--- src/rtl/heg_pkg.sv ---
package heg_pkg;
  typedef enum logic [2:0] {
    EV_RESET = 3'd0,
    EV_SYNC  = 3'd1,
    EV_FE    = 3'd2,
    EV_EI    = 3'd3,
    EV_UINT  = 3'd4
  } ev_kind_e;

  localparam int unsigned OFS_RESET = 'h000;
  localparam int unsigned OFS_SYNC  = 'h010;
  localparam int unsigned OFS_FE    = 'h030;
  localparam int unsigned OFS_EI    = 'h040;
  localparam int unsigned OFS_UINT  = 'h100;
endpackage

--- src/rtl/heg_direct.sv ---
module heg_direct
  import heg_pkg::*;
#(
  parameter int AW     = 32,
  parameter int PRIO_W = 4,
  parameter int ALIGN  = 9
) (
  input  logic [2:0]        kind,
  input  logic [PRIO_W-1:0] prio,
  input  logic              ebv,
  input  logic [AW-1:0]     rst_base,
  input  logic [AW-1:0]     exc_base,
  output logic [AW-1:0]     addr
);
  logic [AW-1:0]    base_sel;
  logic [ALIGN-1:0] offset;
  logic             rint;

  always_comb begin
    if (kind == EV_RESET || !ebv) base_sel = rst_base;
    else                          base_sel = exc_base;
    rint = base_sel[0];
    case (kind)
      EV_RESET: offset = ALIGN'(OFS_RESET);
      EV_FE:    offset = ALIGN'(OFS_FE);
      EV_EI:    offset = ALIGN'(OFS_EI);
      EV_UINT:  offset = rint ? ALIGN'(OFS_UINT)
                              : ALIGN'(OFS_UINT) + ALIGN'({prio, 4'h0});
      default:  offset = ALIGN'(OFS_SYNC);
    endcase
    addr = {base_sel[AW-1:ALIGN], offset};
  end
endmodule

--- src/rtl/heg_table_fetch.sv ---
module heg_table_fetch #(
  parameter int AW   = 32,
  parameter int CH_W = 5
) (
  input  logic            clk,
  input  logic            rst,
  input  logic            start,
  input  logic [CH_W-1:0] chan,
  input  logic [AW-1:0]   table_base,
  input  logic            rd_valid,
  output logic            rd_req,
  output logic [AW-1:0]   rd_addr,
  output logic            complete
);
  localparam int PAD = AW - CH_W - 2;

  logic pending;

  always_ff @(posedge clk) begin
    if (rst) begin
      pending <= 1'b0;
      rd_addr <= '0;
    end else if (!pending && start) begin
      pending <= 1'b1;
      rd_addr <= table_base + {{PAD{1'b0}}, chan, 2'b00};
    end else if (pending && rd_valid) begin
      pending <= 1'b0;
    end
  end

  assign rd_req   = pending;
  assign complete = pending && rd_valid;

  a_r8_addr_held: assert property (@(posedge clk) disable iff (rst)
    (rd_req && !rd_valid) |=> (rd_req && $stable(rd_addr)));
  a_r9_req_drops: assert property (@(posedge clk) disable iff (rst)
    (rd_req && rd_valid) |=> !rd_req);
endmodule

--- src/rtl/heg_vector_gen.sv ---
module heg_vector_gen
  import heg_pkg::*;
#(
  parameter int AW     = 32,
  parameter int NUM_CH = 32,
  parameter int PRIO_W = 4,
  parameter int ALIGN  = 9,
  localparam int CH_W  = $clog2(NUM_CH)
) (
  input  logic              clk,
  input  logic              rst,
  input  logic              ack_valid,
  input  logic [2:0]        ack_kind,
  input  logic [PRIO_W-1:0] ack_prio,
  input  logic [CH_W-1:0]   ack_chan,
  input  logic              ebv,
  input  logic [AW-1:0]     reset_base,
  input  logic [AW-1:0]     exc_base,
  input  logic [AW-1:0]     table_base,
  input  logic [NUM_CH-1:0] table_sel,
  output logic              rd_req,
  output logic [AW-1:0]     rd_addr,
  input  logic              rd_valid,
  input  logic [AW-1:0]     rd_data,
  output logic [AW-1:0]     handler_addr,
  output logic              done,
  output logic              busy
);
  logic          accept, use_table, direct_go, fetch_complete;
  logic [AW-1:0] direct_addr;

  assign accept    = ack_valid && !busy;
  assign use_table = (ack_kind == EV_UINT) && table_sel[ack_chan];
  assign direct_go = accept && !use_table;

  heg_direct #(.AW(AW), .PRIO_W(PRIO_W), .ALIGN(ALIGN)) u_direct (
    .kind     (ack_kind),
    .prio     (ack_prio),
    .ebv      (ebv),
    .rst_base (reset_base),
    .exc_base (exc_base),
    .addr     (direct_addr)
  );

  heg_table_fetch #(.AW(AW), .CH_W(CH_W)) u_fetch (
    .clk        (clk),
    .rst        (rst),
    .start      (accept && use_table),
    .chan       (ack_chan),
    .table_base (table_base),
    .rd_valid   (rd_valid),
    .rd_req     (rd_req),
    .rd_addr    (rd_addr),
    .complete   (fetch_complete)
  );

  assign busy = rd_req;

  always_ff @(posedge clk) begin
    if (rst) begin
      done         <= 1'b0;
      handler_addr <= '0;
    end else begin
      done <= direct_go || fetch_complete;
      if (direct_go)           handler_addr <= direct_addr;
      else if (fetch_complete) handler_addr <= {rd_data[AW-1:1], 1'b0};
    end
  end

  a_r7_direct_next: assert property (@(posedge clk) disable iff (rst)
    direct_go |=> done);
  a_r2_reset_no_read: assert property (@(posedge clk) disable iff (rst)
    (accept && ack_kind == EV_RESET) |=> !rd_req);
  a_r9_even_result: assert property (@(posedge clk) disable iff (rst)
    (rd_req && rd_valid) |=> (done && !handler_addr[0] && !busy));
  a_r10_busy_no_done: assert property (@(posedge clk) disable iff (rst)
    (busy && !rd_valid) |=> !done);
  a_r8_table_start: assert property (@(posedge clk) disable iff (rst)
    (accept && use_table) |=> (rd_req && busy));
endmodule

--- config.mk ---
export PLATFORM = sky130hd
export DESIGN_NAME = heg_vector_gen
export DESIGN_NICKNAME = d
export VERILOG_FILES = /design/src/rtl/heg_pkg.sv /design/src/rtl/heg_direct.sv /design/src/rtl/heg_table_fetch.sv /design/src/rtl/heg_vector_gen.sv
export SDC_FILE = /design/constraint.sdc
export NUM_CORES = 1
export LEC_CHECK = 0
export CORE_UTILIZATION = 43
export CTS_BUF_LIST = sky130_fd_sc_hd__clkbuf_8 sky130_fd_sc_hd__clkbuf_16
export CTS_CLUSTER_SIZE = 16
export DETAILED_ROUTE_END_ITERATION = 10
export PLACE_DENSITY = 0.95
export SLEW_MARGIN = 20
export SYNTH_ARGS = -nofsm -noshare
export SYNTH_HDL_FRONTEND = slang
export SYNTH_HIERARCHICAL = 1
export SYNTH_SLANG_ARGS = --single-unit
--- constraint.sdc ---
create_clock -name clk -period 9.6 [get_ports clk]
set_clock_uncertainty 0.15 [all_clocks]
set_input_delay 1.92 -clock clk [delete_from_list [all_inputs] [get_ports clk]]
set_output_delay 1.92 -clock clk [all_outputs]
set_load 0.05 [all_outputs]
## Yosys cells after proc, flatten, opt, wreduce, memory -nomap -nowiden

Cells that the tools add are included.

| word-level totals | value |
|---|---|
| logic and storage cells | 33 |
| flip-flop bits (word level) | 66 |
| input bits | 177 |

| cells by class | value |
|---|---|
| multiplexer cells | 9 |
| equality and inequality tests | 3 |
| reduce and logical (&&, ||, !) cells | 14 |
| $add $sub $neg | 2 |
| magnitude comparators | 1 |

Operators by type and width:

| operator | number |
|---|---|
| $mux 32 | 3 |
| $pmux 9 s4 | 1 |
| $add 32x7->32 | 1 |
| $add 9x8->9 const A | 1 |
| $mux 9 | 1 |
| $eq 3x2->1 const B | 2 |
| $logic_and 1x1->1 | 6 |
| $lt 5x6->1 const B | 1 |
| $bmux 1 s5 | 1 |
| $reduce_bool 2->1 | 2 |
| $eq 3x3->1 const B | 1 |
| $logic_not 1->1 | 3 |
| $logic_not 3->1 | 1 |
| $mux 1 | 3 |
| $logic_or 1x1->1 | 2 |

## Longest topological paths before layout

| logic depth | value |
|---|---|
| depth in word-level cells | 6 |
| mapped depth | 12 |
| gate-level depth less buffers | 9 |

## Hierarchy

Netlist, hierarchy kept.

Modules (own cells, without submodules):

| module | seq. area each (sq um) | times used | area an instance (sq um) | cells each |
|---|---|---|---|---|
| heg_vector_gen | 660.6 | 1 | 2,184.6 | 189 |
| heg_table_fetch | 660.6 | 1 | 1,895.6 | 230 |
| heg_direct | 0.0 | 1 | 434.2 | 43 |

## Least setup slack after synthesis

No wires, ideal clock.

| timing path | value |
|---|---|
| path type | input-to-reg |
| start | input port ack_chan[2] |
| end | register u_fetch.rd_addr[29] |
| setup slack | 5,120 ps |
| data arrival time | 4,239 ps |
| stages on the path | 12 |
| path buffers | 4 |
| cells stage by stage | buf_6 > mux2i_1 > mux4_2 > a31oi_4 > buf_4 > nand3_1 > nor2_1 > nor2b_1 > clkbuf_1 > clkbuf_1 > nor2_1 > a311oi_1 |

| on the way | value |
|---|---|
| longest elaborated chain between the ends | 5 |

RTL lines:

| element | RTL line | text |
|---|---|---|
| start: declaration | heg_vector_gen.sv:15 | `input logic [CH_W-1:0] ack_chan,` |
| parallel branches: the longest is 5 deep, another holds $add 32x7->32 | - |  |
| end signal: assignment | heg_table_fetch.sv:25 | `rd_addr <= table_base + {{PAD{1'b0}}, chan, 2'b00};` |
| end: declaration | heg_table_fetch.sv:12 | `output logic [AW-1:0] rd_addr,` |

Parallel ways; which one is timed is not known. The select of a mux whose other input is x is not followed.
A chain may end at the register's enable or synchronous reset.

## Final worst setup path

| timing path | value |
|---|---|
| start | input port ack_chan[2] |
| end | register u_fetch.rd_addr[20] |

The elaborated chain is that of the path after synthesis.

==> flow_summary.toml <==
[clock_network]
cts-htree-levels = 3
clk_path_buf_depth = 2
clk_lat_worst_skew_ns = 0.34
cts_repair_resized_insts = 0
root_buf_cell = "sky130_fd_sc_hd__clkbuf_8"
cts-hold-fix-buffers = 0
cts.sinks = 66
cts_post_setup_buffers_inserted = 0
total_cts_buffers = 9
tritoncts_clock_tree = "built"
clkTransAtPathRegs_ns = 0.08

[cells_and_area]
nets = 839
synthToLayoutAreaGrowth_pct = 52.9
final_layout_size_suffix_gt1_share_pct = 14.4
diodes = 0
layoutNonFillerInstCount = 797
number_of_filler_instances_in_the_final_layout = 754

[synthesis]
post_synth_edffs = 0
netlist_area_um2 = 4510
syn_inst = 462
postSynth.asyncResetShare_pct = 0
synthesized_flop_and_latch_total = 66
synth_top_area_share_pct = 29.3
postSynthAreaPerCell_um2 = 9.77
synthDistinctLibCells = 61
ys_top_cells_by_area = "sky130_fd_sc_hd__dfxtp_1 29%, sky130_fd_sc_hd__mux2i_1 8.4%, sky130_fd_sc_hd__a211oi_2 8.0%, sky130_fd_sc_hd__a311oi_1 7.0%, sky130_fd_sc_hd__mux2_2 5.7%"
synth.largest_area_cell = "sky130_fd_sc_hd__dfxtp_1"
seq_area_frac_synth_pct = 29.3
synthesis.yosys.warnings = 6
dominantRegCellSynth = "sky130_fd_sc_hd__dfxtp_1"

[floorplanning]
placeableCoreArea_um2 = 10200
chipWidth_um = 104
die_area_um2 = 10900
io_pins = 244
initial_core_util_pct = 44.1
num_rows = 37
die-height_um = 104

[global_route]
grt_pass1_vias = 4824
grt_first_pass_wirelength_um = 23700
grt_max_degree = 69
grt-ovfl-total = 0
global_route.usage.total_pct = 27.3
initial_antenna_violation_count = 0

[setup_path]
start_kind = "input pin"
worstPathBufferInverterCount = 2
critical_path_required_ns = 9.69
worstSetupEndpointType = "flop"
timing.critical_path.mode_cell = "sky130_fd_sc_hd__nor2_1"
cp_top_family = "buffers and inverters"
worstPathMaxFanout = 33
setup.worst_path.class = "in -> reg"
crit_path_max_incr_delay_ns = 0.89
critical_path_data_arrival_time_ns = 5.83
critical_path_cell_list = "clkdlybuf4s50_1 > mux2i_1 > mux4_2 > a31oi_4 > nand3_1 > nor2_1 > nor2b_4 > buf_16 > nor2_1 > a211oi_1"
crit_path_top_delay_cell = "sky130_fd_sc_hd__clkdlybuf4s50_1"

[pwr]
pwr_density_cell_nw_per_um2 = 118
leakage_component_of_the_power_nw = 2.26
vdd_ir_drop_max_mv = 0.0751

[drt]
dr_wl_met2_um = 7570
detail_route.iter0.violations = 145
vias = 4630
m1WireLength_um = 5650
highest-signal-layer = "met4"
detailedRoute.firstPassIterationCount = 4
final_antenna_net_count = 0
wl_um = 15000
drt-vias-per-instance = 5.81
drt_drc_violations_left = 0
wl_met3_um = 1230
detail_route.wl_per_cell_um = 18.8

[timing]
drv_slew = 0
maxClockFrequency_ghz = 0.174
setup_viol = 0
min_period_ns = 5.75
grt_setup_unrepaired = "false"
hold_viol = 0
slew_headroom_pct = 28.4
fin_setup_tns_ns = 0
worst-slew-pin-transition_ns = 1.07
post-route-period-util_pct = 59.9

[place]
dp.final_hpwl_um = 10700
globalplace.congestion = 0.847
dp.cells = 779
port-buffer-count = 226

[flow_run]
maxCapViolations = 0

[status]
run_status = "finished clean"

[hold_path]
hp-class = "reg -> reg"
-- worst register-to-register path: stages, from the launching register on --
cell	delay [ns]
sky130_fd_sc_hd__dfxtp_1	0.51
sky130_fd_sc_hd__nand2b_1	0.15
sky130_fd_sc_hd__buf_4	0.35
sky130_fd_sc_hd__a31o_2	0.90
sky130_fd_sc_hd__a211oi_1	0.22
-- state kept, by name (all words and copies together), names as in the netlist --
signal,count
done,1
handler_addr,32
u_fetch/rd_req,1
u_fetch/rd_addr,32
-- final timing paths --
check                                                     start                               end  slack (ns)  cells after the start
worst max-delay path                                ack_chan[2]  u_fetch/rd_addr[20]$_SDFFE_PP0P_        3.85                     10
worst min-delay path            u_fetch/rd_addr[5]$_SDFFE_PP0P_   u_fetch/rd_addr[5]$_SDFFE_PP0P_        0.31                      2
worst max register to register      u_fetch/rd_req$_SDFFE_PP0P_     handler_addr[20]$_SDFFE_PP0P_        7.13                      4
worst min register to register  u_fetch/rd_addr[5]$_SDFFE_PP0P_   u_fetch/rd_addr[5]$_SDFFE_PP0P_        0.31                      2
-- synth_stat cells (all sizes together) (6+ instances only) --
| cell | instances |
|---|---|
| a211oi | 56 |
| a21oi | 20 |
| a311oi | 36 |
| buf | 27 |
| clkbuf | 25 |
| dfxtp | 66 |
| inv | 8 |
| mux2 | 26 |
| mux2i | 38 |
| mux4 | 6 |
| nand2 | 26 |
| nand3 | 6 |
| nand4 | 8 |
| nor2 | 30 |
| o21ai | 7 |
| xnor2 | 20 |
-- metrics by stage --
stage / hold slack (ns) / utilization (%) / setup WS [ns] / total power [mW] / instance area (µm²)
2_1_floorplan: 0.521 / - / 5.12 / 0.467 / 4530
3_3_place_gp: 0.288 / 65.1 / 3.48 / 0.573 / 6660
3_5_place_dp: 0.297 / 65.1 / 3.33 / 0.581 / 6660
4_1_cts: 0.306 / 67.0 / 3.70 / 0.816 / 6860
5_1_grt: 0.341 / 67.4 / 3.63 / 0.847 / 6900
6_report: 0.305 / 67.4 / 3.85 / 0.814 / 6900
-- cells by family (layout without fill, tap and decap cells) --
group                      after synthesis  in the layout  synth area share, %
xor gates and xnor gates                20             20                 3.88
and+or+nand+nor                        101            101                 12.1
other                                    1              4               0.0831
buffers and inverters                   60            256                 7.95
muxes                                   70             70                 18.0
DFF                                     66             66                 29.3
adders and majority gates                6              6                 1.83
AOI/OAI and AO/OA                      138            138                 26.9
-- power breakdown --
group          switching, mW  internal, mW
sequential           0.00862         0.290
combinational          0.148         0.133
clock                  0.110         0.125
total                  0.266         0.548
-- cells in the final DEF (no fill, tap or decap), drive strengths merged, types with 9 or more instances in the layout --
cell type        n
mux2i           38
clkbuf          10
nand2           26
nor2            30
dfxtp           66
clkdlybuf4s50  225
xnor2           20
a211oi          56
a311oi          36
mux2            26
inv              9
a21oi           20
-- area by class of cell --
type / instances / area (µm²) / share of cell area [%]
multi-input combinational: 339 / 2850 / 41.4
timing repair buffer: 232 / 2330 / 33.8
sequential: 66 / 1320 / 19.1
tap: 136 / 170 / 2.47
clock buffer: 10 / 138 / 1.99
clock inverter: 6 / 57.6 / 0.834
inverter: 8 / 30.0 / 0.435
-- layer usage --
| metal | global-route usage [%] | vias to the layer above |
|---|---|---|
| met1 | 28.2 | 2204 |
| met2 | 49.8 | 234 |
| li1 | - | 2155 |
| met4 | 14.4 | 0 |
| met3 | 7.52 | 37 |
| met5 | 0 | - |
Note: power is estimated with default switching activity, not from simulation.
